[src/rtl/ienter_pkg.sv]
package ienter_pkg;
    localparam int SR_W        = 16;
    localparam int LVL_W       = 3;
    localparam int WORD_W      = 16;
    localparam int PC_W        = 32;
    localparam int ADDR_W      = 32;
    localparam int FRAME_WORDS = 4;
    localparam int IDX_W       = $clog2(FRAME_WORDS);
    localparam int VOFF_W      = 12;
    localparam int FMT_W       = 4;

    localparam int SR_T_BIT    = 15;
    localparam int SR_S_BIT    = 13;
    localparam int SR_M_BIT    = 12;
    localparam int SR_MASK_LO  = 8;

    localparam logic [FMT_W-1:0] FMT_PRIMARY = 4'h0;
    localparam logic [FMT_W-1:0] FMT_COPY    = 4'h1;

    typedef enum logic [1:0] {
        ST_IDLE = 2'd0,
        ST_PUSH = 2'd1,
        ST_DONE = 2'd2
    } seq_state_e;

    typedef struct packed {
        logic [SR_W-1:0]   sr;
        logic [PC_W-1:0]   pc;
        logic [VOFF_W-1:0] voff;
    } frame_t;

    function automatic logic [LVL_W-1:0] sr_mask(input logic [SR_W-1:0] sr);
        return sr[SR_MASK_LO +: LVL_W];
    endfunction

    function automatic logic [SR_W-1:0] sr_enter(input logic [SR_W-1:0] sr,
                                                 input logic [LVL_W-1:0] lvl);
        logic [SR_W-1:0] n;
        n = sr;
        n[SR_T_BIT] = 1'b0;
        n[SR_S_BIT] = 1'b1;
        n[SR_M_BIT] = 1'b0;
        n[SR_MASK_LO +: LVL_W] = lvl;
        return n;
    endfunction

    function automatic logic [WORD_W-1:0] fvo_word(input logic [FMT_W-1:0] fmt,
                                                   input logic [VOFF_W-1:0] voff);
        return {fmt, voff};
    endfunction
endpackage

[src/rtl/ienter_lvl_qual.sv]
module ienter_lvl_qual #(
    parameter int LW = 3
) (
    input  logic          clk,
    input  logic          rst,
    input  logic [LW-1:0] lvl_in,
    input  logic          nmi_clr,
    output logic [LW-1:0] qlvl,
    output logic          nmi_pend
);
    logic [LW-1:0] s1, s2;
    logic          agree;

    assign agree = (s1 == s2);

    always_ff @(posedge clk) begin
        if (rst) begin
            s1       <= '0;
            s2       <= '0;
            qlvl     <= '0;
            nmi_pend <= 1'b0;
        end else begin
            s1 <= lvl_in;
            s2 <= s1;
            if (agree) begin
                qlvl <= s2;
            end
            if (agree && (&s2) && !(&qlvl)) begin
                nmi_pend <= 1'b1;
            end else if (nmi_clr) begin
                nmi_pend <= 1'b0;
            end
        end
    end


    qual_stable_chk: assert property (@(posedge clk) disable iff (rst)
        !$stable(qlvl) |-> ($past(lvl_in, 2) == $past(lvl_in, 3)) && (qlvl == $past(lvl_in, 3)));
endmodule

[src/rtl/ienter_prio.sv]
module ienter_prio #(
    parameter int LW = 3
) (
    input  logic [LW-1:0] qlvl,
    input  logic          nmi_pend,
    input  logic [LW-1:0] mask,
    output logic          take,
    output logic [LW-1:0] take_lvl
);
    always_comb begin
        take     = nmi_pend || (qlvl > mask);
        take_lvl = nmi_pend ? {LW{1'b1}} : qlvl;
    end


    always_comb begin
        zero_never_chk: assert (!(take && !nmi_pend && qlvl == '0));
    end
endmodule

[src/rtl/ienter_frame_word.sv]
module ienter_frame_word
    import ienter_pkg::*;
(
    input  frame_t             fr,
    input  logic [IDX_W-1:0]   widx,
    input  logic [FMT_W-1:0]   fmt,
    input  logic [ADDR_W-1:0]  base,
    output logic [ADDR_W-1:0]  addr,
    output logic [WORD_W-1:0]  data
);
    logic [WORD_W-1:0] words [FRAME_WORDS];

    // Slot k sits at base - 2*(k+1); slot 0 is written first.
    assign words[0] = fvo_word(fmt, fr.voff);
    assign words[1] = fr.pc[WORD_W-1:0];
    assign words[2] = fr.pc[PC_W-1:WORD_W];
    assign words[3] = fr.sr;

    always_comb begin
        data = words[widx];
        addr = base - ADDR_W'({widx, 1'b0}) - ADDR_W'(2);
    end
endmodule

[src/rtl/irq_entry_seq.sv]
module irq_entry_seq
    import ienter_pkg::*;
#(
    parameter int               VEC_W    = 8,
    parameter logic [ADDR_W-1:0] MSP_INIT = 32'h0000_8000,
    parameter logic [ADDR_W-1:0] ISP_INIT = 32'h0000_4000,
    parameter logic [SR_W-1:0]   SR_INIT  = 16'h3700
) (
    input  logic               clk,
    input  logic               rst,
    input  logic [LVL_W-1:0]   irq_level,
    input  logic [PC_W-1:0]    cur_pc,
    input  logic [VEC_W-1:0]   vec_num,
    input  logic               sr_load_en,
    input  logic [SR_W-1:0]    sr_load_val,
    output logic [SR_W-1:0]    sr_q,
    output logic [ADDR_W-1:0]  msp_q,
    output logic [ADDR_W-1:0]  isp_q,
    output logic               mem_we,
    output logic [ADDR_W-1:0]  mem_addr,
    output logic [WORD_W-1:0]  mem_wdata,
    output logic               vec_req,
    output logic [ADDR_W-1:0]  vec_addr,
    output logic               handler_start
);
    localparam int                SP_STEP = 2 * FRAME_WORDS;
    localparam logic [IDX_W-1:0]  LAST_W  = IDX_W'(FRAME_WORDS - 1);

    seq_state_e        state;
    logic [IDX_W-1:0]  widx;
    logic              on_isp;
    logic              outer;
    frame_t            fr;
    logic              busy;

    logic [LVL_W-1:0]  qlvl;
    logic              nmi_pend;
    logic              nmi_clr;
    logic              take;
    logic [LVL_W-1:0]  take_lvl;
    logic              start;
    logic [FMT_W-1:0]  fmt;
    logic [ADDR_W-1:0] base;

    ienter_lvl_qual #(.LW(LVL_W)) qual_i (
        .clk      (clk),
        .rst      (rst),
        .lvl_in   (irq_level),
        .nmi_clr  (nmi_clr),
        .qlvl     (qlvl),
        .nmi_pend (nmi_pend)
    );

    ienter_prio #(.LW(LVL_W)) prio_i (
        .qlvl     (qlvl),
        .nmi_pend (nmi_pend),
        .mask     (sr_mask(sr_q)),
        .take     (take),
        .take_lvl (take_lvl)
    );

    assign busy    = (state != ST_IDLE);
    assign start   = (state == ST_IDLE) && !sr_load_en && take;
    assign nmi_clr = start && (&take_lvl);
    assign fmt     = (outer && on_isp) ? FMT_COPY : FMT_PRIMARY;
    assign base    = on_isp ? isp_q : msp_q;

    ienter_frame_word word_i (
        .fr   (fr),
        .widx (widx),
        .fmt  (fmt),
        .base (base),
        .addr (mem_addr),
        .data (mem_wdata)
    );

    always_ff @(posedge clk) begin
        if (rst) begin
            state  <= ST_IDLE;
            widx   <= '0;
            on_isp <= 1'b0;
            outer  <= 1'b0;
            fr     <= '0;
            sr_q   <= SR_INIT;
            msp_q  <= MSP_INIT;
            isp_q  <= ISP_INIT;
        end else begin
            case (state)
                ST_IDLE: begin
                    if (sr_load_en) begin
                        sr_q <= sr_load_val;
                    end else if (take) begin
                        fr.sr   <= sr_q;
                        fr.pc   <= cur_pc;
                        fr.voff <= VOFF_W'({vec_num, 2'b00});
                        sr_q    <= sr_enter(sr_q, take_lvl);
                        outer   <= sr_q[SR_M_BIT];
                        on_isp  <= !sr_q[SR_M_BIT];
                        widx    <= '0;
                        state   <= ST_PUSH;
                    end
                end
                ST_PUSH: begin
                    widx <= widx + 1'b1;
                    if (widx == LAST_W) begin
                        if (on_isp) begin
                            isp_q <= isp_q - ADDR_W'(SP_STEP);
                            state <= ST_DONE;
                        end else begin
                            msp_q  <= msp_q - ADDR_W'(SP_STEP);
                            on_isp <= 1'b1;
                        end
                    end
                end
                default: begin
                    state <= ST_IDLE;
                end
            endcase
        end
    end

    assign mem_we        = (state == ST_PUSH);
    assign handler_start = (state == ST_DONE);
    assign vec_req       = (state == ST_DONE);
    assign vec_addr      = ADDR_W'(fr.voff);


    enter_mode_chk: assert property (@(posedge clk) disable iff (rst)
        $rose(busy) |-> sr_q[SR_S_BIT] && !sr_q[SR_T_BIT] && !sr_q[SR_M_BIT]);


    mask_raise_chk: assert property (@(posedge clk) disable iff (rst)
        $rose(busy) |-> (sr_mask(sr_q) > $past(sr_mask(sr_q))) || (&sr_mask(sr_q)));


    sr_hold_chk: assert property (@(posedge clk) disable iff (rst)
        busy && $past(busy) |-> $stable(sr_q));


    word_step_chk: assert property (@(posedge clk) disable iff (rst)
        mem_we && (widx != '0) |-> mem_addr == $past(mem_addr) - ADDR_W'(2));


    start_after_push_chk: assert property (@(posedge clk) disable iff (rst)
        handler_start |-> $past(mem_we) && !mem_we);


    nested_msp_chk: assert property (@(posedge clk) disable iff (rst)
        busy && !outer && $past(busy) |-> $stable(msp_q));
endmodule

[config.mk]
export PLATFORM = sky130hd
export DESIGN_NAME = irq_entry_seq
export DESIGN_NICKNAME = d
export VERILOG_FILES = /design/src/rtl/ienter_pkg.sv /design/src/rtl/ienter_lvl_qual.sv /design/src/rtl/ienter_prio.sv /design/src/rtl/ienter_frame_word.sv /design/src/rtl/irq_entry_seq.sv
export SDC_FILE = /design/constraint.sdc
export NUM_CORES = 1
export LEC_CHECK = 0
export ABC_CLOCK_PERIOD_IN_PS = 5500
export BUFFER_PORTS_ARGS = -buffer_cell sky130_fd_sc_hd__buf_2
export CORE_ASPECT_RATIO = 1.2
export CORE_MARGIN = 2
export CORE_UTILIZATION = 50
export DETAILED_ROUTE_END_ITERATION = 10
export GPL_ROUTABILITY_DRIVEN = 0
export PLACE_DENSITY = 0.87
export SYNTH_ARGS = -nofsm -noshare
export SYNTH_HDL_FRONTEND = slang
export SYNTH_SLANG_ARGS = --single-unit
[constraint.sdc]
create_clock -name clk -period 5.5 [get_ports clk]
set_input_delay 0.55 -clock clk [delete_from_list [all_inputs] [get_ports clk]]
set_output_delay 0.55 -clock clk [all_outputs]
set_load 0.005 [all_outputs]
==> results.sh <==
export IMPL_post_cts_setup_buffers=0
export IMPL_place_inst=1267
export IMPL_io_pins=225
export IMPL_diodes=0
export IMPL_vias=6953
export IMPL_crit_slowest_cell="dfxtp_1"
export IMPL_viasPerCell=5.353
export IMPL_num_rows=49
export IMPL_hold_path_startpoint="irq_level[1]"
export IMPL_crit_start="widx[1]$_SDFFE_PP0P_"
export IMPL_hold_path_class="input pin to flip-flop"
export IMPL_regArea_um2=2904
export IMPL_irDropWorstVdd_v=0.0002016
export IMPL_min_period_ns=4.471
export IMPL_drt_initial_drc_count=581
export IMPL_cts_buffers=17
export IMPL_critPathArrivalTime_ns=3.92
export IMPL_die_x_um=116.0
export IMPL_synth_edff_count=0
export IMPL_cts_buffer_depth=2
export IMPL_drt_pass1_iter_count=5
export IMPL_synth_area_leaders="dfxtp_1, nand2_1, a21oi_1"
export IMPL_nNetsFinal=1152
export IMPL_ys_flop_type="dfxtp_1"
export IMPL_initial_core_util_pct=50.77
export IMPL_cts_tree="built"
export IMPL_fmax_mhz=223.7
export IMPL_r2r_setup_slack_ns=2.42
export IMPL_dpl_hpwl_um=14640
export IMPL_critPathKind="flip-flop to output port"
export IMPL_fin_crit_sh_pct=81.29
export IMPL_synthToLayoutAreaGrowth_pct=19.44
export IMPL_ys_async_sr_fraction_pct=0
export IMPL_yosysTopAreaCell="dfxtp_1"
export IMPL_slew_violations=0
export IMPL_synth_cell_type_count=60
export IMPL_critPathMaxFanout=15
export IMPL_grtUsageTotal_pct=24.29
export IMPL_ant_nets=0
export IMPL_synth_area_um2=7532
export IMPL_cts_num_sinks=145
export IMPL_finalPower_uw=2370
export IMPL_fillers=1324
export IMPL_htree_num_levels=4
export IMPL_yosysWarningCount=0
export IMPL_skew_ns=0.009043
export IMPL_wl_um=20170
export IMPL_start_kind="flip-flop"
export IMPL_multi_input_area_um2=4177
export IMPL_drive_above_1_share_pct=23.38
export IMPL_setup_viol=0
export IMPL_root_buffer="clkbuf_16"
export IMPL_p_per_area_nw_per_um2=263.4
export IMPL_synth_top_area_share_pct=38.54
export IMPL_core_area_um2=14840
export IMPL_syn_inst=933
export IMPL_leakage_uw=0.003723
export IMPL_grt_max_degree=84
export IMPL_grt_pass1_vias=6229
export IMPL_io_buffers=193
export IMPL_ctsHoldBuffers=0
export IMPL_crit_family="simple AND/OR/NAND/NOR gates"
export IMPL_cp_num_buf_inv=2
export IMPL_path_clk_slew_ns=0.06
export IMPL_synth_seq_cells=145
export IMPL_grt_pass1_wl_um=31110
export IMPL_route_detailed_drc=0
export IMPL_synth_area_per_cell_um2=8.073
export IMPL_outcome="finished clean"
export IMPL_r2r_start="widx[1]$_SDFFE_PP0P_"
export IMPL_clock_latency_ns=0.42
export IMPL_fin_tns_setup_ns=0
export IMPL_worst_slew_pin_transition_ns=1.201
export IMPL_overflow=0
export IMPL_crit_path_max_incr_delay_ns=0.80
export IMPL_layout_common_cells="buf_2, nand2_1, dfxtp_1"
export IMPL_cp_required_ns=4.95
export IMPL_rsz0062_at_grt="false"
export IMPL_max_slew_margin_pct=19.25
export IMPL_crit_chain="inv_1, ha_1, o21ai_0, o2111ai_1, or4b_1, or2_1, nor3b_2, xnor2_1, buf_2"
export IMPL_synth_seq_area_share_pct=38.54
export IMPL_die_h_um=138.5
export IMPL_dieArea_um2=16070
export IMPL_stdcell_count=1299
export IMPL_antenna_found_initial=0
export IMPL_end_kind="output port"
export IMPL_drv_cap=0
export IMPL_hold_violations=0
export IMPL_wl_per_cell_um=15.52
export IMPL_cts_resized=0
export IMPL_final_common_cell="buf_2"
## cell families (layout without fill, tap and decap cells)
kind of cell	after synthesis	count (layout)	share of synthesized area [%]
AO/OA/AOI/OAI	143	143	10.66
XOR/XNOR	86	86	10.00
adder cells (fa/ha/maj)	8	8	1.329
buffers and inverters	113	245	7.674
flip-flops	145	145	38.54
multiplexers	45	45	7.508
other	1	31	0.04979
AND/OR/NAND/NOR	392	392	24.24
## routing by layer
layer / wire length [um] / global-route usage, %
met1: 8124 / 28.54
met2: 9930 / 41.71
met3: 1757 / 7.365
met4: 353 / 8.208
met5: 0 / 0
## power breakdown
| group | switching (uW) | internal, uW |
|---|---|---|
| Combinational | 81.2 | 56.4 |
| Sequential | 14.5 | 1070 |
| Clock | 466 | 685 |
| Total | 561 | 1810 |
## registers in the layout, indices dropped and copies added (netlist names), 2 cells and up
name	cells
qual_i.qlvl	3
vec_addr	8
sr_q	16
state	2
qual_i.s2	3
fr	48
widx	2
qual_i.s1	3
msp_q	29
isp_q	29
## Yosys cell counts (6+ instances only)
cell type,number
nor3_1,31
nand2_1,170
nor2b_1,12
o21ai_0,25
ha_1,8
nand3_1,13
a21oi_1,88
inv_1,15
nand4_1,6
mux4_2,9
mux2i_1,34
xor2_1,40
nor2_1,96
xnor2_1,46
dfxtp_1,145
buf_4,40
nor4_1,11
or4_1,7
clkbuf_1,51
or3_1,11
## path summary, 6_finish.rpt
kind | endpoint | cells after the start
setup / recovery | mem_addr[31] | 9
hold / removal | qual_i.s1[1]$_SDFF_PP0_ | 2
hold reg to reg | fr[34]$_SDFFE_PP0P_ | 2
setup reg to reg | msp_q[15]$_SDFFE_PP1P_ | 6
## area by class of cell
cell class / count / share of cell area (%)
tap: 204 / 2.837
multi-input combinational: 705 / 46.43
clock buffer: 18 / 4.882
inverter: 15 / 0.6259
sequential: 145 / 32.28
clock inverter: 14 / 1.766
timing repair buffer: 198 / 11.18
## per-stage QoR
step	utilization (%)	hold WS, ns	setup WS (ns)	instance area [um^2]
finish	60.63	0.3494	1.029	8996
global route	60.63	0.3437	0.8197	8996
CTS	60.63	0.3287	1.059	8996
detailed placement	56.60	0.4455	1.538	8398
global placement	56.60	0.4388	1.613	8398
floorplan	-	0.4331	0.7729	7645
Power figures use the tool's default switching activity.
